$ cat src/rtl/lfsr_fc_pkg.sv
package lfsr_fc_pkg;

    typedef enum logic {
        SEQ_MAXLEN = 1'b0,
        SEQ_FULL   = 1'b1
    } seq_mode_e;

    // Feedback terms produced by the combinational step logic
    typedef struct packed {
        logic parity_fb;   // XOR of tapped stages
        logic lower_zero;  // all stages below the top are zero
        logic all_zero;    // whole register is zero
    } fb_terms_t;

    function automatic seq_mode_e decode_mode(input logic sel);
        return sel ? SEQ_FULL : SEQ_MAXLEN;
    endfunction

endpackage

$ cat src/rtl/lfsr_fc_mode_reg.sv
module lfsr_fc_mode_reg
    import lfsr_fc_pkg::*;
(
    input  logic      clk,
    input  logic      rst_act,
    input  logic      sel_in,
    output seq_mode_e mode_q
);

    // Captured only during reset so the sequence cannot switch mid-run
    always_ff @(posedge clk) begin
        if (rst_act) begin
            mode_q <= decode_mode(sel_in);
        end
    end

endmodule

$ cat src/rtl/lfsr_fc_feedback.sv
module lfsr_fc_feedback
    import lfsr_fc_pkg::*;
#(
    parameter int                 WIDTH    = 8,
    parameter logic [WIDTH-1:0]   TAP_MASK = 'hB8,
    parameter logic [WIDTH-1:0]   RECOVER  = '1
) (
    input  logic [WIDTH-1:0] cur,
    input  seq_mode_e        mode,
    output logic [WIDTH-1:0] nxt
);

    localparam int LOW_W = WIDTH - 1;

    fb_terms_t        terms;
    logic [WIDTH-1:0] tapped;
    logic             new_bit;

    assign tapped = cur & TAP_MASK;

    always_comb begin
        terms.parity_fb  = ^tapped;
        terms.lower_zero = ~|cur[LOW_W-1:0];
        terms.all_zero   = terms.lower_zero & ~cur[WIDTH-1];
    end

    always_comb begin
        new_bit = terms.parity_fb;
        if (mode == SEQ_FULL) begin
            new_bit = terms.parity_fb ^ terms.lower_zero;
        end
    end

    always_comb begin
        if (mode == SEQ_MAXLEN && terms.all_zero) begin
            nxt = RECOVER;
        end else begin
            nxt = {cur[LOW_W-1:0], new_bit};
        end
    end

endmodule

$ cat src/rtl/lfsr_fc_state_reg.sv
module lfsr_fc_state_reg #(
    parameter int WIDTH = 8
) (
    input  logic             clk,
    input  logic             rst_act,
    input  logic             step_en,
    input  logic [WIDTH-1:0] seed,
    input  logic [WIDTH-1:0] nxt,
    output logic [WIDTH-1:0] q
);

    always_ff @(posedge clk) begin
        if (rst_act) begin
            q <= seed;
        end else if (step_en) begin
            q <= nxt;
        end
    end

endmodule

$ cat src/rtl/lfsr_fullcycle.sv
module lfsr_fullcycle
    import lfsr_fc_pkg::*;
#(
    parameter int               WIDTH      = 8,
    parameter logic [WIDTH-1:0] TAP_MASK   = 'hB8,
    parameter logic [WIDTH-1:0] SEED       = '1,
    parameter logic             RST_ACTIVE = 1'b1,
    parameter int               SER_TAP    = 0
) (
    input  logic             clk,
    input  logic             rst,
    input  logic             step_en,
    input  logic             full_cycle,
    output logic [WIDTH-1:0] state,
    output logic             ser_bit
);

    localparam logic [WIDTH-1:0] SEED_V    = SEED;
    localparam logic [WIDTH-1:0] RECOVER_V = (SEED != '0) ? SEED : '1;

    logic             rst_act;
    seq_mode_e        mode_q;
    logic [WIDTH-1:0] nxt;

    assign rst_act = (rst == RST_ACTIVE);

    lfsr_fc_mode_reg u_mode (
        .clk     (clk),
        .rst_act (rst_act),
        .sel_in  (full_cycle),
        .mode_q  (mode_q)
    );

    lfsr_fc_feedback #(
        .WIDTH    (WIDTH),
        .TAP_MASK (TAP_MASK),
        .RECOVER  (RECOVER_V)
    ) u_fb (
        .cur  (state),
        .mode (mode_q),
        .nxt  (nxt)
    );

    lfsr_fc_state_reg #(
        .WIDTH (WIDTH)
    ) u_reg (
        .clk     (clk),
        .rst_act (rst_act),
        .step_en (step_en),
        .seed    (SEED_V),
        .nxt     (nxt),
        .q       (state)
    );

    generate
        if (SER_TAP >= 0 && SER_TAP < WIDTH) begin : g_ser
            assign ser_bit = state[SER_TAP];
        end else begin : g_ser_clamp
            assign ser_bit = state[0];
        end
    endgenerate

endmodule

$ cat config.mk
export PLATFORM = sky130hd
export DESIGN_NAME = lfsr_fullcycle
export DESIGN_NICKNAME = d
export VERILOG_FILES = /design/src/rtl/lfsr_fc_pkg.sv /design/src/rtl/lfsr_fc_mode_reg.sv /design/src/rtl/lfsr_fc_feedback.sv /design/src/rtl/lfsr_fc_state_reg.sv /design/src/rtl/lfsr_fullcycle.sv
export SDC_FILE = /design/constraint.sdc
export NUM_CORES = 1
export LEC_CHECK = 0
export BUFFER_PORTS_ARGS = -buffer_cell sky130_fd_sc_hd__clkbuf_2
export CAP_MARGIN = 10
export CORE_AREA = 2 2 39 41
export DETAILED_ROUTE_END_ITERATION = 10
export DIE_AREA = 0 0 41 43
export PLACE_DENSITY = 0.57
export SETUP_SLACK_MARGIN = 0.4
export SLEW_MARGIN = 20
export SYNTH_ARGS = -nofsm -noshare
export SYNTH_HDL_FRONTEND = slang
export SYNTH_SLANG_ARGS = --single-unit
export TNS_END_PERCENT = 30
$ cat constraint.sdc
create_clock -name clk -period 2.18 [get_ports clk]
set_input_delay 0.109 -clock clk [delete_from_list [all_inputs] [get_ports clk]]
set_output_delay 0.109 -clock clk [all_outputs]
set_load 0.03 [all_outputs]
* Word level (Yosys, flattened, before mapping)
Cells that the tools add are included.
Word-level totals: flip-flop bits (word level) 9, latch bits 0, memory bits (writable) 0, bits in read-only memories 0, input bits 4, output and inout port bits 9, logic and storage cells 13, memories kept 0
Cells by class: add/subtract/negate cells 0, multiply operators 0, divide/modulo/power cells 0, order comparisons 0, equal/unequal tests 0, shift-type cells 0, mux-type cells 3, bitwise gates (word level) 4, reductions and logical operators 4
Operator list (count):
- $mux W8 | 1
- $reduce_xor A8 Y1 | 1
- $reduce_or A7 Y1 | 1
- $mux W1 | 2
- $not A1 Y1 | 2
- $and A1 B1 Y1 | 1
- $logic_and A1 B1 Y1 | 1
- $logic_not A1 Y1 | 1
- $xor A1 B1 Y1 | 1

* Logic depth before layout (Yosys ltp)
depth after elaboration 5, gate-level depth with buffers 6, mapped depth without buffers 6

* By module
Synthesis repeated with hierarchy kept, for this count alone.
Unflattened totals: cells, all modules 43, area total of the unflattened synthesis 583.1 µm²
By module, submodules not included:
- lfsr_fc_state_reg | instances 1, cells an instance 18, area each 377.9 µm², seq. area each 240.2 µm²
- lfsr_fc_feedback | instances 1, cells an instance 22, area each 163.9 µm², seq. area each 0.0 µm²
- lfsr_fc_mode_reg | instances 1, cells an instance 1, area each 30.0 µm², seq. area each 30.0 µm²
- lfsr_fullcycle | instances 1, cells an instance 2, area each 11.3 µm², seq. area each 0.0 µm²

* Worst setup path before layout
Ideal clock, no wire load.
path type register -> register, start register u_reg.q[6], end register u_reg.q[0], library setup time 0.085 ns, arrival 1.839 ns, required time 2.095 ns, path slack 0.256 ns, stages on the path, launching flop included 5, path buffers 0, period minus slack after synthesis 1.924 ns, path through dfxtp_1 > or4_4 > or4_1 > and3_1 > o31ai_2
On the way: word-level cells in the longest chain between the ends 5, elaborated cells between the ends (all ways) 7, classes of those cells mux: 2; bitwise: 2; reduce/logical: 3
RTL lines:
- start: declaration | RTL line lfsr_fc_state_reg.sv:9 | output logic [WIDTH-1:0] q
- start signal: assignment | RTL line lfsr_fc_state_reg.sv:16 | q <= nxt;
- $reduce_or A7 Y1 (*) | RTL line lfsr_fc_feedback.sv:23 | terms.lower_zero = ~|cur[LOW_W-1:0];
- $logic_not A1 Y1 (*) | RTL line lfsr_fc_feedback.sv:23
- $xor A1 B1 Y1 / $and A1 B1 Y1 (equally long branches) | RTL line lfsr_fc_feedback.sv:30, lfsr_fc_feedback.sv:24
- $mux W1 / $logic_and A1 B1 Y1 (equally long branches) | RTL line lfsr_fc_feedback.sv:29, lfsr_fc_feedback.sv:35
- $mux W8 (*) | RTL line lfsr_fc_feedback.sv:35 | if (mode == SEQ_MAXLEN && terms.all_zero) begin
Mark *: on every way between the ends. The rest lies on a longest branch, timed or not. A chain may end at the register's enable or synchronous reset.

* Final worst setup path
Ends and elaborated chain as after synthesis.

==> out/metrics.yaml <==
status:
  status: "complete, no violations"
clocking:
  root_buffer: "clkbuf_4"
  cts_tree: "built"
  clockBufferDepth: 2
  cts.sinks: 9
  holdBufCountCts: 0
  clkSlewWorstSetupHoldPaths_ns: 0.06
  cts_made_buffers: 3
  cts-htree-levels: 1
  clk_latency_ns: 0.26
final_layout:
  area_growth_pct: 31.1
  n_antenna_cell: 0
  stdcell_count: 81
  final_nets: 71
  final_layout_size_suffix_gt1_share_pct: 41.5
route:
  drc: 0
  antenna_left: 0
  drtIter0Drc: 7
  vias_per_cell: 4.84
  wl_per_cell_um: 11.4
  dr.pass1.iters: 4
  finalWirelength_um: 925
  vias: 392
global_routing:
  grt_pass1_vias: 332
  antenna_found_initial: 0
  grt_util_all_layers_pct: 12.1
  grt_pass1_wl_um: 1380
  grt_max_degree: 10
  grt-ovfl-total: 0
timing:
  maxSlewViolCount: 0
  fmax_mhz: 541
  worstMarginPinSlew_ns: 0.259
  setup_tns_ns: 0
  timing.slew.headroom_pct: 82.6
  skew_ns: 0.00350
  setup_viol: 0
  finalCritPeriodShare_pct: 84.7
  period_needed_ns: 1.85
  hold_viol_final: 0
  rsz0062_at_grt: "true"
yosys:
  synthCells: 48
  yosys_warnings: 0
  synth_xor_area_share_pct: 2.03
  yosys-top-cells-area: "dfxtp_1 37%, o21bai_1 12%, nor3_1 8.1%, edfxtp_1 7.0%, nor2_1 6.1%"
  synth-seq-area-share_pct: 44.2
  avgSynthCellArea_um2: 8.97
  synth_top_family_by_area: "simple AND/OR/NAND/NOR gates"
  synth_compound_area_share_pct: 20.3
  yosys_register_bits: 9
  synthAdderAreaFrac_pct: 2.91
  synth_top_area_cell: "dfxtp_1"
  synth_simple_gate_area_share_pct: 24.4
  synth_nets: 53
  synth_mux_area_share_pct: 0
  synth_cell_types: 20
  netlist.area_leader.share_pct: 37.2
  syn_area_um2: 430
floorplanning:
  io_pins: 13
  initial_core_util_pct: 31.1
  row_count: 14
  chipHeight_um: 43
  die_area_um2: 1760
  die_width_um: 41
  core_area_um2: 1380
worst_hold_path:
  hold_class: "primary input to flop"
  hp-start: "full_cycle"
  whs_endpoint: "u_mode.mode_q"
  whs_path_depth: 1
placed_design:
  placed_cells: 75
  hpwl_um: 693
  place.port_buffers: 12
  place_congestion: 0.672
power:
  p_per_area_nw_per_um2: 599
  ir_worst_vdd_mv: 0.282
  leakagePower_nw: 0.264
setup_path:
  cp-end-kind: "flop"
  start_kind: "flop"
  worstSetupPathType: "flop to flop"
  r2r_start: "u_reg.q[6]"
  r2r_cells: 4
  crit-reg2reg-capture: "u_reg.q[0]"
  rrSetupSlack_ns: 0.33
  cp_max_fo: 2
  worstPathRequired_ns: 2.35
  crit_arrival_ns: 2.02
run:
  maxCapViolations: 0
per-layer routing:
metal / global-route usage (%) / vias up / wire length (um)
met3: 3.14 / 0 / 16
li1: - / 205 / -
met4: 10.0 / 0 / 0
met2: 17.8 / 6 / 489
met1: 13.7 / 181 / 419
met5: 0 / - / 0
how the worst max path moves through the flow:
stage,depth (start not counted),end,startpoint,slack (ns)
after detailed placement,4,u_reg.q[0],u_reg.q[6],0.31
final,4,u_reg.q[0],u_reg.q[6],0.33
after global routing,4,u_reg.q[0],u_reg.q[6],0.31
after floorplan,4,u_reg.q[0],u_reg.q[6],0.32
after CTS,4,u_reg.q[0],u_reg.q[1],0.33
after global placement,4,u_reg.q[0],u_reg.q[6],0.35
flip-flops by register name (all words and copies together) (netlist names):
name	flops
u_mode.mode_q	1
u_reg.q	8
logic make-up after synthesis:
kind of cell	count (synthesis)
AO/OA/AOI/OAI	12
XOR/XNOR	1
adder cells (fa/ha/maj)	1
buffers and inverters	6
flip-flops	9
AND/OR/NAND/NOR	19
worst max-delay path: stages (launching register included):
cell	delay (ns)
dfxtp_4	0.34
or4_4	0.54
or4_4	0.55
and3_4	0.18
o31ai_2	0.15
through the flow:
stage	util, %	area (um^2)	hold WS (ns)	setup WS (ns)	total power, W
3_5_place_dp	37.2	514	0.289	0.309	0.000212
3_3_place_gp	37.2	514	0.286	0.349	0.000211
5_1_grt	40.8	564	0.0129	0.306	0.000354
4_1_cts	39.7	549	0.0145	0.333	0.000344
6_report	40.8	564	0.0269	0.332	0.000338
2_1_floorplan	-	438	0.208	0.323	0.000202
cells in the mapped netlist:
library cell  instances
or4_4                 1
edfxtp_1              1
inv_1                 3
clkinv_1              1
nor4_2                1
nand2b_1              1
o21bai_1              7
clkbuf_1              1
or4_1                 1
o21ai_0               1
o31ai_1               1
xnor2_1               1
buf_4                 1
ha_1                  1
and3_1                1
a21oi_1               2
nor2_1                7
o31ai_2               1
dfxtp_1               8
nor3_1                7
cell usage in the layout, fill, tap and decap left out, drive strengths merged, types with 2 or more instances in the layout:
cell type,netlist,routed
buf,1,3
nor2,7,7
clkbuf,1,16
inv,3,3
or4,2,2
a21oi,2,2
o31ai,2,2
o21bai,7,7
nor3,7,7
dfxtp,8,8
final cells by class:
class                           count  area, um^2
Fill cell                         147         820
Timing Repair Buffer               15        82.6
Multi-Input combinational cell     33         223
Sequential cell                     9         198
Inverter                            4        15.0
Tap cell                           16        20.0
Clock buffer                        4        26.3
power by group:
part | leakage (nW) | switching, W | total (W) | internal, W
Clock | 0.0150 | 0.0000592 | 0.000130 | 0.0000706
Sequential | 0.0739 | 0.00000474 | 0.000176 | 0.000172
Combinational | 0.175 | 0.0000210 | 0.0000317 | 0.0000107
what timing repair did:
item,in CTS,in global routing
gates resized for setup,2,0
buffers inserted,0,2
endpoints found under the setup margin,1,1
pin swaps,1,2
Power figures use the tool's default switching activity.
